### src/rtl/cdiv_pkg.sv
// Shared constants and the ratio table for the controller clock divider.
// Assumes a 3-bit code; the table is computed by a function, not stored.
package cdiv_pkg;
    localparam int SEL_W     = 3;
    localparam int MAX_RATIO = 32;
    localparam int CNT_W     = $clog2(MAX_RATIO);

    // Map a ratio code to its division factor.
    function automatic int unsigned ratio_of(input logic [SEL_W-1:0] code);
        case (code)
            3'd0:    return 1;
            3'd1:    return 2;
            3'd2:    return 4;
            3'd3:    return 6;
            3'd4:    return 8;
            3'd5:    return 16;
            3'd6:    return 24;
            default: return 32;
        endcase
    endfunction
endpackage

### src/rtl/cdiv_ratio_lut.sv
// Decodes the active ratio code into the terminal count, the high-phase
// length and a divide-by-1 flag. Purely combinational.
module cdiv_ratio_lut #(
    parameter int SEL_W = cdiv_pkg::SEL_W,
    parameter int CNT_W = cdiv_pkg::CNT_W
) (
    input  logic [SEL_W-1:0] code,
    output logic [CNT_W-1:0] last_cnt,
    output logic [CNT_W-1:0] high_len,
    output logic             unity
);
    int unsigned ratio;

    // Look up the ratio and derive count limits from it.
    always_comb begin
        ratio    = cdiv_pkg::ratio_of(code);
        last_cnt = CNT_W'(ratio - 1);
        high_len = CNT_W'(ratio / 2);
        unity    = (ratio == 1);
    end
endmodule

### src/rtl/cdiv_counter.sv
// Period counter. It holds at zero during the divider reset and loads the
// requested code there. While running it wraps at the terminal count and
// only takes a new code at that wrap, so periods are never cut short.
module cdiv_counter #(
    parameter int SEL_W = cdiv_pkg::SEL_W,
    parameter int CNT_W = cdiv_pkg::CNT_W
) (
    input  logic             clk,
    input  logic             rst_n,
    input  logic             div_rst,
    input  logic [SEL_W-1:0] sel_req,
    input  logic [CNT_W-1:0] last_cnt,
    input  logic [CNT_W-1:0] high_len,
    input  logic             unity,
    output logic [SEL_W-1:0] act_sel,
    output logic             lvl,
    output logic             at_start
);
    logic [CNT_W-1:0] cnt;
    logic             hold;

    // Advance the counter, and switch ratio only at period boundaries.
    always_ff @(posedge clk) begin
        if (!rst_n) begin
            cnt     <= '0;
            act_sel <= '0;
            hold    <= 1'b1;
        end else if (div_rst) begin
            cnt     <= '0;
            act_sel <= sel_req;
            hold    <= 1'b1;
        end else if (hold) begin
            hold    <= 1'b0;
        end else if (cnt == last_cnt) begin
            cnt     <= '0;
            act_sel <= sel_req;
        end else begin
            cnt     <= cnt + 1'b1;
        end
    end

    // Derive the divided level and the period-start marker from state.
    always_comb begin
        lvl      = !hold && (unity || (cnt < high_len));
        at_start = !hold && (cnt == '0);
    end
endmodule

### src/rtl/cdiv_settings.sv
// Registers the enable and bypass inputs. The registered copies drive
// the output gating and are also returned as readback.
module cdiv_settings (
    input  logic clk,
    input  logic rst_n,
    input  logic clk_en,
    input  logic byp_sel,
    output logic en_q,
    output logic byp_q
);
    // Capture the enable and bypass selections each cycle.
    always_ff @(posedge clk) begin
        if (!rst_n) begin
            en_q  <= 1'b0;
            byp_q <= 1'b0;
        end else begin
            en_q  <= clk_en;
            byp_q <= byp_sel;
        end
    end
endmodule

### src/rtl/cdiv_out_stage.sv
// Selects the divided or external clock and gates both with the
// registered enable. The tick exists only in divided mode.
module cdiv_out_stage (
    input  logic en_q,
    input  logic byp_q,
    input  logic lvl,
    input  logic at_start,
    input  logic ext_clk,
    output logic ctl_clk,
    output logic ctl_tick
);
    // Clock source select and enable gating.
    always_comb begin
        ctl_clk  = en_q & (byp_q ? ext_clk : lvl);
        ctl_tick = en_q & ~byp_q & at_start;
    end
endmodule

### src/rtl/ctlclk_divider.sv
// Top of the controller clock divider. It joins the ratio decode, the
// period counter, the settings registers and the output stage. The
// inputs are assumed synchronous to clk, apart from ext_clk.
module ctlclk_divider #(
    parameter int SEL_W = cdiv_pkg::SEL_W,
    parameter int CNT_W = cdiv_pkg::CNT_W
) (
    input  logic             clk,
    input  logic             rst_n,
    input  logic             div_rst,
    input  logic             clk_en,
    input  logic [SEL_W-1:0] ratio_sel,
    input  logic             byp_sel,
    input  logic             ext_clk,
    output logic             ctl_clk,
    output logic             ctl_tick,
    output logic [SEL_W-1:0] rb_sel,
    output logic             rb_en,
    output logic             rb_byp
);
    logic [SEL_W-1:0] act_sel;
    logic [CNT_W-1:0] last_cnt;
    logic [CNT_W-1:0] high_len;
    logic             unity;
    logic             lvl;
    logic             at_start;
    logic             en_q;
    logic             byp_q;

    cdiv_ratio_lut #(.SEL_W(SEL_W), .CNT_W(CNT_W)) u_lut (
        .code(act_sel), .last_cnt(last_cnt), .high_len(high_len), .unity(unity)
    );

    cdiv_counter #(.SEL_W(SEL_W), .CNT_W(CNT_W)) u_cnt (
        .clk(clk), .rst_n(rst_n), .div_rst(div_rst), .sel_req(ratio_sel),
        .last_cnt(last_cnt), .high_len(high_len), .unity(unity),
        .act_sel(act_sel), .lvl(lvl), .at_start(at_start)
    );

    cdiv_settings u_set (
        .clk(clk), .rst_n(rst_n), .clk_en(clk_en), .byp_sel(byp_sel),
        .en_q(en_q), .byp_q(byp_q)
    );

    cdiv_out_stage u_out (
        .en_q(en_q), .byp_q(byp_q), .lvl(lvl), .at_start(at_start),
        .ext_clk(ext_clk), .ctl_clk(ctl_clk), .ctl_tick(ctl_tick)
    );

    // Readback of the settings in force.
    always_comb begin
        rb_sel = act_sel;
        rb_en  = en_q;
        rb_byp = byp_q;
    end
endmodule

### config.mk
export PLATFORM = sky130hd
export DESIGN_NAME = ctlclk_divider
export DESIGN_NICKNAME = d
export VERILOG_FILES = /design/src/rtl/cdiv_pkg.sv /design/src/rtl/cdiv_ratio_lut.sv /design/src/rtl/cdiv_counter.sv /design/src/rtl/cdiv_settings.sv /design/src/rtl/cdiv_out_stage.sv /design/src/rtl/ctlclk_divider.sv
export SDC_FILE = /design/constraint.sdc
export NUM_CORES = 1
export LEC_CHECK = 0
export ABC_AREA = 1
export BUFFER_PORTS_ARGS = -buffer_cell sky130_fd_sc_hd__buf_2
export CAP_MARGIN = 5
export CORE_MARGIN = 2
export CORE_UTILIZATION = 57
export CTS_CLUSTER_DIAMETER = 100
export DETAILED_ROUTE_END_ITERATION = 8
export HOLD_SLACK_MARGIN = 0.08
export MAX_ROUTING_LAYER = met4
export PLACE_DENSITY = 0.86
export SLEW_MARGIN = 20
export SYNTH_ARGS = -nofsm -noshare
export SYNTH_HDL_FRONTEND = slang
export SYNTH_SLANG_ARGS = --single-unit
export TNS_END_PERCENT = 30
### constraint.sdc
create_clock -name clk -period 4.5 [get_ports clk]
set_input_delay 0.225 -clock clk [delete_from_list [all_inputs] [get_ports clk]]
set_output_delay 0.225 -clock clk [all_outputs]
set_load 0.02 [all_outputs]
==> results of run 1 <==
## through the flow
stage | cells | cell area [sq um]
after floorplan | 117 | 811
after global placement | 147 | 905
after detailed placement | 147 | 905
after CTS | 151 | 932
after global routing | 151 | 932
final | 151 | 932
## worst max-delay path, delay by kind of cell, from the launching register on
| kind | cells | cell delay, ns |
|---|---|---|
| simple gates | 3 | 0.27 |
| fa+ha+maj | 1 | 0.32 |
| buf+inv | 1 | 0.18 |
| flops | 1 | 0.51 |
| compound gates | 3 | 0.43 |
## Yosys cell counts
master    number
inv_1         17
o211ai_1       1
inv_4          1
nand3_1       13
a21oi_1        8
nand2_2        3
nor2_4         1
nor2_1        10
dfxtp_1       11
nor3_1         1
ha_1           8
xor2_1         2
nor3_2         1
nand2_1       29
a21boi_0       1
nor4_1         1
nand3_2        4
o221ai_1       1
nand3_4        1
nand4_1        3
## layout make-up
type,instances,area (sq um)
Inverter,18,70.1
Sequential cell,11,220
Timing Repair Buffer,15,75.1
Tap cell,15,18.8
Fill cell,113,385
Clock inverter,1,5.00
Clock buffer,3,22.5
Multi-Input combinational cell,88,520
## power breakdown
| group | switching [W] | leakage, nW | internal [W] | total, W |
|---|---|---|---|---|
| clock | 0.0000380 | 0.0177 | 0.0000331 | 0.0000711 |
| combinational | 0.0000399 | 0.379 | 0.0000244 | 0.0000642 |
| sequential | 0.00000612 | 0.0904 | 0.000101 | 0.000107 |
| total | 0.0000840 | 0.487 | 0.000159 | 0.000243 |
## state kept, by name (all words and copies together) (netlist names)
| name | cells |
|---|---|
| u_set.byp_q | 1 |
| u_set.en_q | 1 |
| u_cnt.act_sel | 3 |
| u_cnt.cnt | 5 |
| u_cnt.hold | 1 |
## cells by family after synthesis
logic type | after synthesis
buffers and inverters | 18
AO/OA/AOI/OAI | 11
AND/OR/NAND/NOR | 67
adder cells (fa/ha/maj) | 8
XOR/XNOR | 2
flip-flops | 11
## layer usage
metal	global-route usage [%]	vias to the layer above
met3	9.57	7
met5	-	-
li1	-	423
met2	36.9	30
met1	30.6	376
met4	7.74	0
## worst min path at each step
stage | endpoint | from | slack, ns
finish | u_set.en_q$_SDFF_PN0_ | clk_en | 0.13
global route | u_set.en_q$_SDFF_PN0_ | clk_en | 0.13
CTS | u_set.en_q$_SDFF_PN0_ | clk_en | 0.13
detailed placement | u_set.en_q$_SDFF_PN0_ | clk_en | 0.42
global placement | u_set.en_q$_SDFF_PN0_ | clk_en | 0.41
floorplan | u_set.byp_q$_SDFF_PN0_ | rst_n | 0.32
==> run metrics, run 1 <==
Synth Cell Area 811 sq um; count of hold-fix buffers inserted at cts 0; met2 WL post-DR 905 microns; classification of the worst-slack hold path input port to flop; total chip power 0.000243 W; part of the cycle the worst path needs 49.2%; final core utilization 70.8%; total wire length 1.87 mm; post-synth top area cell dfxtp_1; maximum level of the CTS H-tree 1; Critical R2R Capture u_cnt.act_sel[1]$_SDFFE_PN0P_; Area Growth Syn to Fin 15.0%; fmax 451 MHz; clock insertion delay at the later pin of the skew report 0.28 ns; endpoint arrival time on the critical path 1.99 ns; first-pass GRT wire length 3.20 mm; CP endpoint kind primary output; flip-flop and latch count after synthesis 11; Core Rows 13; area of the core 0.00132 sq mm; clk sinks 11; capturing element of the worst setup path ctl_clk; leakage power 0.487 nW; clock buffer count from CTS 3; Final Skew 0.00331 ns; DRC Markers 0; TritonCTS clock tree built; area fraction in compound gates after synthesis 7.87%; unrepaired setup endpoints after global routing no; worst reg-to-reg setup slack 2.58 ns; worst slack after detailed placement 2.60 ns; critical path class flop to primary output; CP Max Fanout 8; Die X 41.7 microns; result of the run finished clean; Net Count, Synth 134; Detail Placement HPWL 1.51 mm; number of DRC violations after detailed-routing iteration 0 34; CTS root buf clkbuf_4; routability congestion estimate 0.948; uppermost routed layer met4; ranking of synthesized cells by area dfxtp_1 (27%), nand2_1 (13%), ha_1 (12%); routed length on met3 112 microns; Metal-1 WL 810 microns; critical path data required time 4.28 ns; nets@finish 154; relative max-transition margin 78.2%; Post-Synthesis Mean Instance Area 6.93 sq um; number of cells produced by synthesis 117; Reg clk slew, reported paths 0.07 ns; Critical R2R Launch u_cnt.act_sel[2]$_SDFFE_PN0P_; Critical Path, Cell by Cell nand3_2 > ha_1 > a21oi_1 > o221ai_1 > nand2_1 > nand2_1 > a21boi_0 > buf_2; routed wirelength normalized by instance count 12.4 microns; number of max-slew violations in the final report 0; post-CTS setup buffer count 0; max-cap violation count 0; Max Root-Sink Buffers 2; Fin Setup TNS 0 ns; share of final-layout standard cells stronger than drive strength 1 22.1%; crit start category flop; global-route usage over all layers 24.7%; number of failing hold endpoints at the final stage 0; overall die height 41.7 microns; average vias per placed instance 5.54; detailed-routing iteration count for the pre-antenna-repair pass 5; top-level port count 16; combinational family with the most area after synthesis simple AND/OR/NAND/NOR gates; diode insertion count for antenna repair 0; post-synth cell types 20; pin count of the biggest net entering global routing 10; delay of the slowest cell on the worst path 0.51 ns; via count of the first global-routing pass 763; overflow left after global routing 0; launch point of the critical path u_cnt.act_sel[2]$_SDFFE_PN0P_; Worst Setup Slack, final 2.28 ns; Adder-Cell Fraction of Synth Area 12.3%; slew at the pin closest to its max-slew limit 0.327 ns; Worst Hold Slack 0.128 ns; Period minus WS final 2.22 ns; proportion of synthesized chip area in sequential cells 27.2%; IO buf count 15; Worst Reg-to-Reg Cells 9; proportion of synthesized area in mux cells 0%; post-synthesis xor/xnor area fraction 2.16%; basic-gate share of the synthesized area counting and, or, nand and nor cells 41.8%; post-synth top area share 27.2%; Setup Viol. Count Final 0; worst hold stages 3; number of antenna violations at the first check in global routing 0; worst-case vdd ir drop 0.000180 V; cell seen most often among critical-path stages nand2_1; master of the slowest instance on the critical path dfxtp_1; commonest cells after routing, fill and taps aside nand2_1 (29), inv_1 (17), buf_2 (15); pwr/cell area 260 mW/mm^2; number of gates given a new drive strength after cts 0; remaining antenna violation count 0; Total Die Area 0.00174 sq mm; Starting Density 61.5%; Ys Warns 0; most common library cell in the layout ignoring fill and taps nand2_1; DR vias 836
Power figures use the tool's default switching activity.
==> run 2: changes to the inputs <==
--- a/config.mk
+++ b/config.mk
@@ -5,16 +5,16 @@
 export SDC_FILE = /design/constraint.sdc
 export NUM_CORES = 1
 export LEC_CHECK = 0
-export ABC_AREA = 1
+export ABC_AREA = 0
 export BUFFER_PORTS_ARGS = -buffer_cell sky130_fd_sc_hd__buf_2
 export CAP_MARGIN = 5
 export CORE_MARGIN = 2
-export CORE_UTILIZATION = 57
+export CORE_UTILIZATION = 52
 export CTS_CLUSTER_DIAMETER = 100
 export DETAILED_ROUTE_END_ITERATION = 8
 export HOLD_SLACK_MARGIN = 0.08
 export MAX_ROUTING_LAYER = met4
-export PLACE_DENSITY = 0.86
+export PLACE_DENSITY = 0.8
 export SLEW_MARGIN = 20
 export SYNTH_ARGS = -nofsm -noshare
 export SYNTH_HDL_FRONTEND = slang
==> constraint.sdc (replaced) <==
create_clock -name clk -period 2.2 [get_ports clk]
set_input_delay 0.11 -clock clk [delete_from_list [all_inputs] [get_ports clk]]
set_output_delay 0.11 -clock clk [all_outputs]
set_load 0.02 [all_outputs]
==> run metrics, run 2 <==
most frequent cell after synthesis dfxtp_1; critical path class flop to primary output; EDFF count, synth 0; overall die height 43.0 microns; ranking of synthesized cells by area dfxtp_1 (28%), ha_1 (13%), xnor2_1 (5.5%); Worst Hold Slack 0.0883 ns; most common library cell in the layout ignoring fill and taps buf_2; crit start category flop; largest registers u_cnt.cnt (5), u_cnt.act_sel (3); Critical R2R Capture u_cnt.act_sel[2]$_SDFFE_PN0P_; pin count of the biggest net entering global routing 13; Fin Setup TNS 0 ns; share of synthesized flip-flops with an asynchronous set or reset 0%; global-route usage over all layers 19.7%; CP endpoint kind primary output; max-cap violation count 0; overflow left after global routing 0; post-synth top area cell dfxtp_1; diode insertion count for antenna repair 0; relative max-transition margin 78.1%; detailed-routing iteration count for the pre-antenna-repair pass 4; Critical R2R Launch u_cnt.act_sel[0]$_SDFFE_PN0P_; routed wirelength normalized by instance count 12.2 microns; Worst Reg-to-Reg Cells 7; total chip power 0.000510 W; Max Root-Sink Buffers 2; number of flip-flops under the largest register name 5; clk sinks 11; flip-flop and latch count after synthesis 11; Total Die Area 0.00185 sq mm; maximum level of the CTS H-tree 1; remaining antenna violation count 0; post-CTS setup buffer count 0; largest reg by FF count u_cnt.cnt; via count of the first global-routing pass 629; clock insertion delay at the later pin of the skew report 0.28 ns; Area Growth Syn to Fin 28.8%; area of the core 0.00147 sq mm; final core utilization 69.1%; post-synth top area share 27.9%; endpoint arrival time on the critical path 1.99 ns; IO buf count 15; CP Max Fanout 12; Reg clk slew, reported paths 0.07 ns; total wire length 1.61 mm; Ys Warns 0; result of the run finished clean; hold path startpoint ratio_sel[2]; number of antenna violations at the first check in global routing 0; most used flip-flop cell after synthesis dfxtp_1; Final Skew 0.00778 ns; nets@finish 134; unrepaired setup endpoints after global routing yes; routability congestion estimate 0.830; average vias per placed instance 5.33; Die X 43.0 microns; number of cells produced by synthesis 92; part of the cycle the worst path needs 95.5%; first-pass GRT wire length 2.68 mm; DR vias 703; slew at the pin closest to its max-slew limit 0.324 ns; fmax 476 MHz; worst-case vdd ir drop 0.000389 V; TritonCTS clock tree built; Synth Cell Area 790 sq um; critical path data required time 2.09 ns; most used standard cells in the synthesized netlist dfxtp_1 (11), nand2_1 (10), ha_1 (8); Hold Path Sink u_cnt.act_sel[2]$_SDFFE_PN0P_; classification of the worst-slack hold path input port to flop; DRC Markers 0; top-level port count 16; post-synth cell types 33; leakage power 0.445 nW; Net Count, Synth 109; worst reg-to-reg setup slack 0.11 ns; share of final-layout standard cells stronger than drive strength 1 29.3%; Period minus WS final 2.10 ns; Setup Viol. Count Final 0; commonest cells after routing, fill and taps aside buf_2 (15), nand2_1 (10), dfxtp_1 (9); proportion of synthesized chip area in sequential cells 27.9%; CTS root buf clkbuf_4; Core Rows 14; number of failing hold endpoints at the final stage 0; Starting Density 53.7%; pwr/cell area 502 mW/mm^2; worst hold stages 3; Post-Synthesis Mean Instance Area 8.58 sq um; clock buffer count from CTS 3; number of max-slew violations in the final report 0; Detail Placement HPWL 1.23 mm; number of DRC violations after detailed-routing iteration 0 9
[run 2: changes by cell type after synthesis, sizes merged, moves of 4 or more]
cell	previous run	this run
xnor2	0	5
nor2	11	6
nand3	18	3
nor2b	0	5
inv	18	6
nand2	32	10
a21oi	8	4
[run 2: worst max-delay path, cell delays in order (launching register included)]
cell and delay [ns]:
dfxtp_1 0.33, buf_4 0.18, or3b_2 0.45, a21o_1 0.20, a21oi_1 0.14, nor2b_1 0.06
o31ai_1 0.17, buf_2 0.19
[run 2: stage by stage]
stage	instances	setup WS, ns	area [sq um]
2_1_floorplan	92	-0.00380	822
3_3_place_gp	123	0.135	916
3_5_place_dp	123	0.0843	916
4_1_cts	132	0.0632	993
5_1_grt	132	-0.00284	1020
6_report	132	0.0980	1020
[run 2: routing by layer]
metal	vias to the layer above	part of all wire (%)	track usage, %
met3	4	4.0	3.83
li1	366	-	-
met2	17	48	30.9
met1	316	46	25.1
met4	0	1.6	7.27
met5	-	0	-
[run 2: power breakdown]
part | switching [W] | leakage [nW] | internal, W
clock | 0.0000745 | 0.0177 | 0.0000675
combinational | 0.0000773 | 0.336 | 0.0000752
sequential | 0.00000856 | 0.0909 | 0.000207
[run 2: final cells by class]
cell class                 instances  area [sq um]
fill                             119           454
inverter                           6          22.5
clock buffer                       3          22.5
sequential                        11           223
timing repair buffer              24           155
multi-input combinational         71           569
tap                               16          20.0
clock inverter                     1          5.00
[run 2: worst max-delay path by stage]
stage	start	end
after floorplan	u_cnt.act_sel[0]$_SDFFE_PN0P_	u_cnt.act_sel[0]$_SDFFE_PN0P_
after global placement	u_cnt.act_sel[0]$_SDFFE_PN0P_	u_cnt.act_sel[1]$_SDFFE_PN0P_
after detailed placement	u_cnt.act_sel[0]$_SDFFE_PN0P_	u_cnt.act_sel[2]$_SDFFE_PN0P_
after CTS	u_cnt.act_sel[0]$_SDFFE_PN0P_	u_cnt.act_sel[2]$_SDFFE_PN0P_
after global routing	u_cnt.act_sel[0]$_SDFFE_PN0P_	u_cnt.act_sel[2]$_SDFFE_PN0P_
final	u_cnt.act_sel[2]$_SDFFE_PN0P_	ctl_clk
[run 2: cells by family after synthesis]
| kind of cell | Yosys count | share of synthesized area (%) |
|---|---|---|
| buffers and inverters | 10 | 6.02 |
| adder cells (fa/ha/maj) | 8 | 12.7 |
| AO/OA/AOI/OAI | 13 | 13.3 |
| flip-flops | 11 | 27.9 |
| XOR/XNOR | 9 | 9.98 |
| multiplexers | 4 | 5.23 |
| AND/OR/NAND/NOR | 37 | 24.9 |
[run 2: timing repair]
item / in CTS / in global routing
hold buffers: 5 / 0
endpoints found under the hold margin: 5 / 0
setup endpoints to repair: 0 / 4
resized for setup: 0 / 3
